[src/rtl/edge_irq_pkg.sv]
package edge_irq_pkg;

    localparam int unsigned EIQ_CHANNELS  = 4;
    localparam int unsigned EIQ_DATA_W    = 8;
    localparam int unsigned EIQ_ADDR_W    = 8;
    localparam int unsigned EIQ_SYNC_DEPTH = 2;
    localparam logic [EIQ_ADDR_W-1:0] EIQ_RISE_ADDR = 8'h48;
    localparam logic [EIQ_ADDR_W-1:0] EIQ_FALL_ADDR = 8'h49;

    // Remembered level of one synchronized pin
    typedef enum logic {
        LVL_LOW  = 1'b0,
        LVL_HIGH = 1'b1
    } lvl_state_e;

    // Edge mode, encoded as {rise, fall}
    typedef enum logic [1:0] {
        MODE_OFF  = 2'b00,
        MODE_FALL = 2'b01,
        MODE_RISE = 2'b10,
        MODE_BOTH = 2'b11
    } edge_mode_e;

    function automatic edge_mode_e decode_mode(input logic rise_en, input logic fall_en);
        edge_mode_e m;
        unique case ({rise_en, fall_en})
            2'b00:   m = MODE_OFF;
            2'b01:   m = MODE_FALL;
            2'b10:   m = MODE_RISE;
            default: m = MODE_BOTH;
        endcase
        return m;
    endfunction

endpackage

[src/rtl/edge_irq_sync.sv]
module edge_irq_sync #(
    parameter int unsigned WIDTH = 4,
    parameter int unsigned DEPTH = 2
) (
    input  logic             clk,
    input  logic             rst_n,
    input  logic [WIDTH-1:0] async_i,
    output logic [WIDTH-1:0] sync_o
);

    logic [WIDTH-1:0] stage_q [DEPTH];

    always_ff @(posedge clk or negedge rst_n) begin
        if (!rst_n) begin
            stage_q[0] <= '0;
        end else begin
            stage_q[0] <= async_i;
        end
    end

    // Further stages of the chain
    for (genvar s = 1; s < DEPTH; s++) begin : g_stage
        always_ff @(posedge clk or negedge rst_n) begin
            if (!rst_n) begin
                stage_q[s] <= '0;
            end else begin
                stage_q[s] <= stage_q[s-1];
            end
        end
    end

    assign sync_o = stage_q[DEPTH-1];

endmodule

[src/rtl/edge_irq_regs.sv]
module edge_irq_regs
    import edge_irq_pkg::*;
#(
    parameter int unsigned NCH    = EIQ_CHANNELS,
    parameter int unsigned DATA_W = EIQ_DATA_W,
    parameter int unsigned ADDR_W = EIQ_ADDR_W,
    parameter logic [ADDR_W-1:0] RISE_ADDR = EIQ_RISE_ADDR,
    parameter logic [ADDR_W-1:0] FALL_ADDR = EIQ_FALL_ADDR
) (
    input  logic                      clk,
    input  logic                      rst_n,
    input  logic                      wr_i,
    input  logic                      bitop_i,
    input  logic [ADDR_W-1:0]         addr_i,
    input  logic [DATA_W-1:0]         wdata_i,
    input  logic [$clog2(DATA_W)-1:0] bitidx_i,
    input  logic                      bitval_i,
    output logic [DATA_W-1:0]         rdata_o,
    output logic [NCH-1:0]            rise_en_o,
    output logic [NCH-1:0]            fall_en_o
);

    localparam int unsigned IDX_W  = $clog2(DATA_W);
    localparam int unsigned NREG   = 2;
    localparam int unsigned PAD_W  = DATA_W - NCH;

    logic [ADDR_W-1:0] reg_addr [NREG];
    logic [NCH-1:0]    reg_q    [NREG];
    logic [NCH-1:0]    reg_d    [NREG];
    logic [NREG-1:0]   hit;

    assign reg_addr[0] = RISE_ADDR;
    assign reg_addr[1] = FALL_ADDR;

    for (genvar r = 0; r < NREG; r++) begin : g_reg
        assign hit[r] = (addr_i == reg_addr[r]);

        always_comb begin
            reg_d[r] = reg_q[r];
            if (wr_i && hit[r]) begin
                if (bitop_i) begin
                    for (int b = 0; b < NCH; b++) begin
                        if (bitidx_i == IDX_W'(b)) begin
                            reg_d[r][b] = bitval_i;
                        end
                    end
                end else begin
                    reg_d[r] = wdata_i[NCH-1:0];
                end
            end
        end

        always_ff @(posedge clk or negedge rst_n) begin
            if (!rst_n) begin
                reg_q[r] <= '0;
            end else begin
                reg_q[r] <= reg_d[r];
            end
        end

        // a register changes only under a write addressed to it
        AST_REG_HOLD: assert property (@(posedge clk) disable iff (!rst_n)
            !(wr_i && hit[r]) |=> $stable(reg_q[r]));
    end

    always_comb begin
        rdata_o = '0;
        for (int r = 0; r < NREG; r++) begin
            if (hit[r]) begin
                rdata_o = {{PAD_W{1'b0}}, reg_q[r]};
            end
        end
    end

    assign rise_en_o = reg_q[0];
    assign fall_en_o = reg_q[1];

endmodule

[src/rtl/edge_irq_chan.sv]
module edge_irq_chan
    import edge_irq_pkg::*;
(
    input  logic clk,
    input  logic rst_n,
    input  logic lvl_s_i,
    input  logic rise_en_i,
    input  logic fall_en_i,
    output logic irq_o
);

    lvl_state_e state_q, state_d;
    edge_mode_e mode;

    assign mode = decode_mode(rise_en_i, fall_en_i);

    // Next-state logic: follows the pin in every mode
    always_comb begin
        state_d = state_q;
        unique case (state_q)
            LVL_LOW:  if (lvl_s_i)  state_d = LVL_HIGH;
            LVL_HIGH: if (!lvl_s_i) state_d = LVL_LOW;
        endcase
    end

    always_ff @(posedge clk or negedge rst_n) begin
        if (!rst_n) begin
            state_q <= LVL_LOW;
        end else begin
            state_q <= state_d;
        end
    end

    // Output logic: the taken transition qualified by the mode
    always_comb begin
        irq_o = 1'b0;
        unique case (state_q)
            LVL_LOW:  irq_o = lvl_s_i  && (mode == MODE_RISE || mode == MODE_BOTH);
            LVL_HIGH: irq_o = !lvl_s_i && (mode == MODE_FALL || mode == MODE_BOTH);
        endcase
    end

    AST_RISE_DIR: assert property (@(posedge clk) disable iff (!rst_n)
        (irq_o && mode == MODE_RISE) |-> lvl_s_i);
    AST_FALL_DIR: assert property (@(posedge clk) disable iff (!rst_n)
        (irq_o && mode == MODE_FALL) |-> !lvl_s_i);
    AST_HIST_TRACKS: assert property (@(posedge clk) disable iff (!rst_n)
        1'b1 |=> ((state_q == LVL_HIGH) == $past(lvl_s_i)));

endmodule

[src/rtl/edge_irq_frontend.sv]
module edge_irq_frontend
    import edge_irq_pkg::*;
#(
    parameter int unsigned NCH    = EIQ_CHANNELS,
    parameter int unsigned DATA_W = EIQ_DATA_W,
    parameter int unsigned ADDR_W = EIQ_ADDR_W,
    parameter int unsigned SYNC_DEPTH = EIQ_SYNC_DEPTH
) (
    input  logic                      clk,
    input  logic                      rst_n,
    input  logic [NCH-1:0]            pin_i,
    input  logic                      bus_wr_i,
    input  logic                      bus_bitop_i,
    input  logic [ADDR_W-1:0]         bus_addr_i,
    input  logic [DATA_W-1:0]         bus_wdata_i,
    input  logic [$clog2(DATA_W)-1:0] bus_bitidx_i,
    input  logic                      bus_bitval_i,
    output logic [DATA_W-1:0]         bus_rdata_o,
    output logic [NCH-1:0]            irq_o
);

    logic [NCH-1:0] pin_s;
    logic [NCH-1:0] rise_en;
    logic [NCH-1:0] fall_en;

    edge_irq_sync #(
        .WIDTH (NCH),
        .DEPTH (SYNC_DEPTH)
    ) u_sync (
        .clk     (clk),
        .rst_n   (rst_n),
        .async_i (pin_i),
        .sync_o  (pin_s)
    );

    edge_irq_regs #(
        .NCH    (NCH),
        .DATA_W (DATA_W),
        .ADDR_W (ADDR_W)
    ) u_regs (
        .clk       (clk),
        .rst_n     (rst_n),
        .wr_i      (bus_wr_i),
        .bitop_i   (bus_bitop_i),
        .addr_i    (bus_addr_i),
        .wdata_i   (bus_wdata_i),
        .bitidx_i  (bus_bitidx_i),
        .bitval_i  (bus_bitval_i),
        .rdata_o   (bus_rdata_o),
        .rise_en_o (rise_en),
        .fall_en_o (fall_en)
    );

    for (genvar n = 0; n < NCH; n++) begin : g_chan
        edge_irq_chan u_chan (
            .clk       (clk),
            .rst_n     (rst_n),
            .lvl_s_i   (pin_s[n]),
            .rise_en_i (rise_en[n]),
            .fall_en_i (fall_en[n]),
            .irq_o     (irq_o[n])
        );

        AST_OFF_SILENT: assert property (@(posedge clk) disable iff (!rst_n)
            (!rise_en[n] && !fall_en[n]) |-> !irq_o[n]);
    end

    AST_UPPER_ZERO: assert property (@(posedge clk) disable iff (!rst_n)
        bus_rdata_o[DATA_W-1:NCH] == '0);

endmodule

[config.mk]
export PLATFORM = sky130hd
export DESIGN_NAME = edge_irq_frontend
export DESIGN_NICKNAME = d
export VERILOG_FILES = /design/src/rtl/edge_irq_pkg.sv /design/src/rtl/edge_irq_sync.sv /design/src/rtl/edge_irq_regs.sv /design/src/rtl/edge_irq_chan.sv /design/src/rtl/edge_irq_frontend.sv
export SDC_FILE = /design/constraint.sdc
export NUM_CORES = 1
export LEC_CHECK = 0
export BUFFER_PORTS_ARGS = -buffer_cell sky130_fd_sc_hd__buf_2
export CAP_MARGIN = 15
export CORE_ASPECT_RATIO = 0.9
export CORE_MARGIN = 1
export CORE_UTILIZATION = 46
export CTS_CLUSTER_SIZE = 12
export DETAILED_ROUTE_END_ITERATION = 16
export PLACE_DENSITY = 0.85
export SYNTH_ARGS = -nofsm -noshare
export SYNTH_HDL_FRONTEND = slang
export SYNTH_SLANG_ARGS = --single-unit
export TNS_END_PERCENT = 1
[constraint.sdc]
create_clock -name clk -period 2.3 [get_ports clk]
set_input_delay 0.46 -clock clk [delete_from_list [all_inputs] [get_ports clk]]
set_output_delay 0.46 -clock clk [all_outputs]
set_load 0.02 [all_outputs]
# ---- Yosys cells after proc, flatten, opt, wreduce, memory -nomap -nowiden
# Index checks and enable logic that the tools add are counted.
dict set report word_totals {
  register_bits 20
  output_inout_bits 12
}
dict set report op_classes {
  n_eq_ne 29
  bitwise 4
  muxes 19
  reduce_logical 35
}
# cell count
set ops {}
lappend ops {{2-bit == test (second input constant)} 12}
lappend ops {{2-bit case mux with 3 select lines} 4}
lappend ops {{2-bit by 1-bit == test with 1-bit output (second input constant)} 8}
lappend ops {{8-bit by 7-bit == test with 1-bit output (second input constant)} 2}
lappend ops {{2-bit AND reduction} 8}
lappend ops {{4-bit 2-to-1 mux} 3}
lappend ops {{1-bit logical AND} 10}
lappend ops {{2-bit zero test} 4}
lappend ops {{1-bit logical OR} 8}
lappend ops {{1-bit 2-to-1 mux} 8}
lappend ops {{2-bit by 1-bit != test with 1-bit output (second input constant)} 4}
lappend ops {{1-bit case mux with 2 select lines} 4}
lappend ops {{3-bit by 2-bit == test with 1-bit output (second input constant)} 2}
lappend ops {{1-bit zero test} 4}
lappend ops {{1-bit NOT} 4}
lappend ops {{3-bit by 1-bit == test with 1-bit output (second input constant)} 1}
lappend ops {{3-bit zero test} 1}

# ---- Longest topological paths before layout
# Gate-level depths: netlist of the first run.
dict set report depth {
  depth_word 6
  depth_mapped 4
  depth_no_buf 3
}

# ---- Modules after synthesis
# A second synthesis of the first run with hierarchy kept.
dict set report unflattened {
  hier_cells 87
  hier_area_um2 997.2
}
# module cells_per_inst seq_area_each_um2 area_per_inst_um2 instances
set modules_own_cells {}
lappend modules_own_cells {edge_irq_regs 59 200.2 586.8 1}
lappend modules_own_cells {edge_irq_sync 12 200.2 230.2 1}
lappend modules_own_cells {edge_irq_chan 4 25.0 45.0 4}

# ---- Least setup slack after synthesis of the first run
# OpenSTA, ideal clock, no wires.
dict set report synth_path {
  kind {in2out}
  startpoint {input bus_addr_i[7]}
  endpoint {output bus_rdata_o[0]}
  cell_stages 4
  setup_slack_ps -135
  required_ps 1840
  n_path_buf 1
  t_arrival_ps 1975
  cell_sequence {or4b_1 > buf_2 > or4b_4 > nor2_1}
}
dict set report synth_via {
  elab_chain_len 3
  elab_cells_between_ends 4
  classes_between {eq/ne: 2; mux: 2}
}
# element line_no
set synth_lines {}
lappend synth_lines {{from (decl)} edge_irq_frontend.sv:14} ;# input logic [ADDR_W-1:0] bus_addr_i,
lappend synth_lines {{8-bit by 7-bit == test with 1-bit output} edge_irq_regs.sv:36} ;# assign hit[r] = (addr_i == reg_addr[r]);
lappend synth_lines {{4-bit 2-to-1 mux} edge_irq_regs.sv:69} ;# if (hit[r]) begin
lappend synth_lines {{4-bit 2-to-1 mux (*)} edge_irq_regs.sv:69}
lappend synth_lines {{to (decl)} edge_irq_frontend.sv:18} ;# output logic [DATA_W-1:0] bus_rdata_o,
# Mark *: on every way between the ends. The rest lies on a longest branch, timed or not.

# ---- Worst setup path after layout of the first run
# Ends and elaborated chain as after synthesis.

==> results of run 1 <==
-- path summary, 6_finish.rpt --
path | startpoint | endpoint | slack (ns) | cells past startpoint
min | rst_n | u_sync.stage_q[5] | 0.09 | 1
max in group asynchronous | rst_n | u_regs.fall_en_o[0] | 1.90 | 1
min reg2reg | u_sync.stage_q[7] | u_sync.sync_o[3] | 0.36 | 0
max reg2reg | u_regs.rise_en_o[0] | u_regs.rise_en_o[0] | 1.53 | 1
min in group clk | pin_i[1] | u_sync.stage_q[5] | 0.26 | 1
max | bus_addr_i[7] | bus_rdata_o[0] | -0.09 | 5
-- cells by family (layout without fill, tap and decap cells) --
kind of cell / Yosys count / count (layout) / synth area share
AND/OR/NAND/NOR: 20 / 20 / 0.134
AO/OA/AOI/OAI: 11 / 11 / 0.0922
multiplexers: 16 / 16 / 0.165
other: 1 / 4 / 0.00378
flip-flops: 20 / 20 / 0.505
buffers and inverters: 18 / 43 / 0.0998
-- area by class of cell --
type | instances | share of cell area
clock buffer | 4 | 0.0296
inverter | 7 | 0.0215
multi-input combinational | 51 | 0.356
sequential | 20 | 0.409
tap | 25 | 0.0255
timing repair buffer | 32 | 0.158
-- through the flow --
step,setup WS (ns),cells
4_1_cts,-0.0953,139
6_report,-0.0853,139
5_1_grt,-0.126,139
3_3_place_gp,-0.105,135
3_5_place_dp,-0.135,135
2_1_floorplan,-0.000957,89
-- layout by cell type (no fill, tap or decap) --
cell / n
buf_4: 1
conb_1: 4
a2111oi_0: 2
clkbuf_4: 3
buf_6: 5
a2111oi_2: 1
buf_2: 26
mux2i_1: 13
a2111oi_1: 3
nand4bb_1: 1
inv_1: 7
o31a_1: 1
o21ai_0: 4
nand3b_1: 5
or3b_2: 2
clkbuf_8: 1
nand2_1: 4
or4b_4: 2
mux2_2: 3
dfrtp_1: 20
nor2_4: 4
nor4_1: 2
-- registers in the layout, indices dropped and copies added (netlist names) --
register and cells:
g_chan.u_chan.state_q 4, u_regs.fall_en_o 4, u_regs.rise_en_o 4, u_sync.stage_q 4
u_sync.sync_o 4
-- critical path: cells and delay by family --
kind,cells,cell delay [ns]
buffers and inverters,2,0.21
and+or+nand+nor,3,1.26
-- repair_timing --
action | 4_1_cts | 5_1_grt
setup endpoints to repair | 4 | 4
cloned | 0 | 0
gates resized for setup | 9 | 0
-- metal layers --
metal	routed length (µm)	GRT usage	vias to the layer above
li1	-	-	352
met1	821	0.208	345
met2	925	0.332	25
met3	91	0.0233	2
met4	12	0.0833	0
met5	0	0	-
-- power breakdown --
part           leakage (µW)  internal (µW)  switching [µW]  total (µW)
clock network     0.0000210           96.4             101         197
registers          0.000221            367            8.68         375
logic              0.000334           36.1            49.1        85.2
total              0.000576            499             158         657
==> impl_metrics.toml, run 1 <==
[run_status]
status = "finished with violations"
violations = "setup timing"

[floorplan]
die_area_mm2 = 0.00234
num_io_pins = 40
die_y_um = 46.0
initial_core_util = 0.503
die_w_um = 50.9
rows = 15
core-area_mm2 = 0.00197

[timing]
worst_slack_ns = -0.0853
final.period_utilization = 1.04
hold_ws_ns = 0.0930
worstMarginPinSlew_ns = 0.531
finalSetupTns_ns = -0.328
slew_viol_final = 0
skew_ns = 0.000437
rsz0062_at_grt = "yes"
max_slew_margin = 0.637
fmax_mhz = 419
timing.final.hold_violations = 0
finalSetupViolCount = 4
period_minus_slack_ns = 2.39

[worst_setup_path]
worstSetupEndpointType = "output port"
required_ns = 1.84
crit_type = "in2out"
cp_cell_sequence = "buf_6 > or4b_4 > or4b_4 > nor2_4 > buf_6"
arrival_ns = 1.93
cpPeakStageDelay_ns = 0.60
path_max_fanout = 4
startpoint_type = "primary input"
crit_path_top_delay_cell = "or4b_4"

[placement]
place_area_mm2 = 0.00116
io_buffer_count = 31
dp_hpwl_um = 1430
gp_congestion = 0.749

[final_layout]
fin_nets = 143
final_util = 0.622
layout-drive-gt1-share = 0.421
nFillCells = 159
multi_input_area_um2 = 437
finalInstanceArea_mm2 = 0.00122
insertedDiodeCount = 0
areaGrowthSynthToFinish_pct = 23.6
ff_latch_area_um2 = 500

[global_route]
gr-usage-all-layers = 0.179
grt_pass1_vias = 701
grt_max_degree = 21
grt_pass1_wl_um = 3000
grt_overflow = 0
antenna_found_initial = 0

[yosys]
postSynthAreaPerCell_um2 = 11.5
synth_ff_type = "dfrtp_1"
synth.largest_area_cell = "dfrtp_1"
synth_commonest_cells = "dfrtp_1 (20), mux2i_1 (13), buf_4 (8)"
synth_seq_cells = 20
seq_area_frac_synth = 0.505
synth.most_common_cell = "dfrtp_1"
synth_edf_count = 0
ys_types = 21
yosysWarnings = 0
async_reset_ff_frac = 1.00
synth_area_um2 = 991
syn_inst = 86
yosys.area.top_type_share = 0.505
yosys-top-cells-area = "dfrtp_1 (51%), mux2i_1 (13%), buf_4 (6.1%)"

[power_and_ir_drop]
peakVddDrop_mv = 0.394
p_leak_uw = 0.000576
power.density_mw_per_mm2 = 537
finalPower_uw = 657

[clock_tree]
cts_made_buffers = 3
cts_hold_buf = 0
numClockSinks = 20
clk-insertion-delay-late_ns = 0.29
htreeDepth = 1
clkTransAtPathRegs_ns = 0.11
cts_tree = "yes"
clk_path_buf_depth = 2
clock-root-buffer = "clkbuf_4"
postCtsSetupBuffers = 0

[min_path]
hold_path_class = "in2async"

[route]
drt_iter0_drc = 3
final_antenna_net_count = 0
via_count = 724
wirelength_um = 1850
viasPerCell = 5.21
drcViolationCount = 0
drtPass1Iterations = 3
wl_per_cell_um = 13.3

[job]
cap_violations = 0
No activity file was read; power rests on OpenSTA's default activity.
==> run 2, diff against run 1 <==
--- a/config.mk
+++ b/config.mk
@@ -13,6 +13,7 @@
 export CTS_CLUSTER_SIZE = 12
 export DETAILED_ROUTE_END_ITERATION = 16
 export PLACE_DENSITY = 0.85
+export REMOVE_ABC_BUFFERS = 1
 export SYNTH_ARGS = -nofsm -noshare
 export SYNTH_HDL_FRONTEND = slang
 export SYNTH_SLANG_ARGS = --single-unit
==> impl_metrics.toml, run 2 (synthesis gave the netlist of run 1 again) <==
[floorplan]
initial_core_util = 0.503
die_y_um = 46.0
num_io_pins = 40
core-area_mm2 = 0.00197
die_area_mm2 = 0.00234
die_w_um = 50.9
rows = 15

[worst_setup_path]
regToRegSetupSlack_ns = 1.52
reg2reg_from = "u_regs.rise_en_o[0]"
r2r_cells = 1
required_ns = 1.84
startpoint_type = "primary input"
worstSetupEndpointType = "output port"
crit_type = "in2out"
path_max_fanout = 4
arrival_ns = 1.88
reg2reg_to = "u_regs.rise_en_o[0]"

[global_route]
antenna_found_initial = 0
gr-usage-all-layers = 0.163
grt_max_degree = 21
grt_pass1_vias = 649
grt_pass1_wl_um = 2630
grt_overflow = 0

[final_layout]
layout_commonest_cell = "buf_2"
areaGrowthSynthToFinish_pct = 19.8
layout_common_cells = "buf_2 (26), dfrtp_1 (20), mux2i_1 (13)"
layout-drive-gt1-share = 0.391
fin_nets = 144
insertedDiodeCount = 0
nFillCells = 171

[timing]
slew_viol_final = 0
rsz0062_at_grt = "yes"
finalSetupTns_ns = -0.138
period_minus_slack_ns = 2.34
timing.final.hold_violations = 0
fmax_mhz = 428
max_slew_margin = 0.653
worstMarginPinSlew_ns = 0.507
worst_slack_ns = -0.0367
final.period_utilization = 1.02
skew_ns = 0.00441
finalSetupViolCount = 4

[route]
drtPass1Iterations = 6
wirelength_um = 1770
drcViolationCount = 0
viasPerCell = 5.17
drt_iter0_drc = 8
via_count = 724
final_antenna_net_count = 0
wl_per_cell_um = 12.6

[placement]
dp_hpwl_um = 1370
io_buffer_count = 31
gp_congestion = 0.741

[clock_tree]
cts_hold_buf = 0
clk_path_buf_depth = 2
cts_tree = "yes"
clkTransAtPathRegs_ns = 0.11
clk-insertion-delay-late_ns = 0.29
cts_made_buffers = 3
numClockSinks = 20
htreeDepth = 1
clock-root-buffer = "clkbuf_4"

[job]
cap_violations = 0

[power_and_ir_drop]
finalPower_uw = 656
p_leak_uw = 0.000578
peakVddDrop_mv = 0.420
power.density_mw_per_mm2 = 552

[run_status]
status = "finished with violations"
violations = "setup timing"

[min_path]
hold_path_class = "in2async"
[run 2: per-stage QoR]
stage	std cells	utilization	setup slack [ns]	hold WS [ns]	cell area, µm²
after floorplan	78	-	-0.161	0.164	930
after global placement	135	0.570	-0.127	0.333	1120
after detailed placement	135	0.570	-0.157	0.336	1120
after CTS	140	0.603	-0.0433	0.0950	1190
after global routing	140	0.603	-0.0906	0.117	1190
final	140	0.603	-0.0367	0.0879	1190
[run 2: worst max-delay path by stage]
stage / end / startpoint / slack [ns]
4_1_cts: bus_rdata_o[0] / bus_addr_i[4] / -0.04
3_5_place_dp: bus_rdata_o[0] / bus_addr_i[7] / -0.16
6_report: bus_rdata_o[3] / bus_addr_i[4] / -0.04
5_1_grt: bus_rdata_o[0] / bus_addr_i[4] / -0.09
2_1_floorplan: bus_rdata_o[0] / bus_addr_i[7] / -0.16
3_3_place_gp: bus_rdata_o[0] / bus_addr_i[7] / -0.13
[run 2: power breakdown]
part	switching, µW	internal (µW)	leakage [µW]
clock network	101	96.5	0.0000210
logic	47.3	36.2	0.000336
registers	8.51	367	0.000221
[run 2: critical path: stages]
cell and delay, ns:
buf_6 0.09, or4b_4 0.53, or4b_4 0.54, nor2_1 0.11, buf_4 0.14
[run 2: repair_timing]
item                       CTS  global route
buffers inserted             1             0
setup endpoints to repair    4             4
resized for setup            6             0
pin swaps                    6             0
[run 2: routing by layer]
metal,global-route usage,share of wire,up-vias
li1,-,-,354
met1,0.171,0.43,333
met3,0.0233,0.055,6
met2,0.284,0.49,31
met4,0.156,0.028,0
met5,0,0,-
[run 2: final cells by class]
cell class,instances,area (µm²),area share
tap,25,31.3,0.0263
sequential,20,500,0.421
clock buffer,4,36.3,0.0306
timing repair buffer,33,186,0.157
inverter,7,26.3,0.0221
multi-input combinational,51,407,0.342
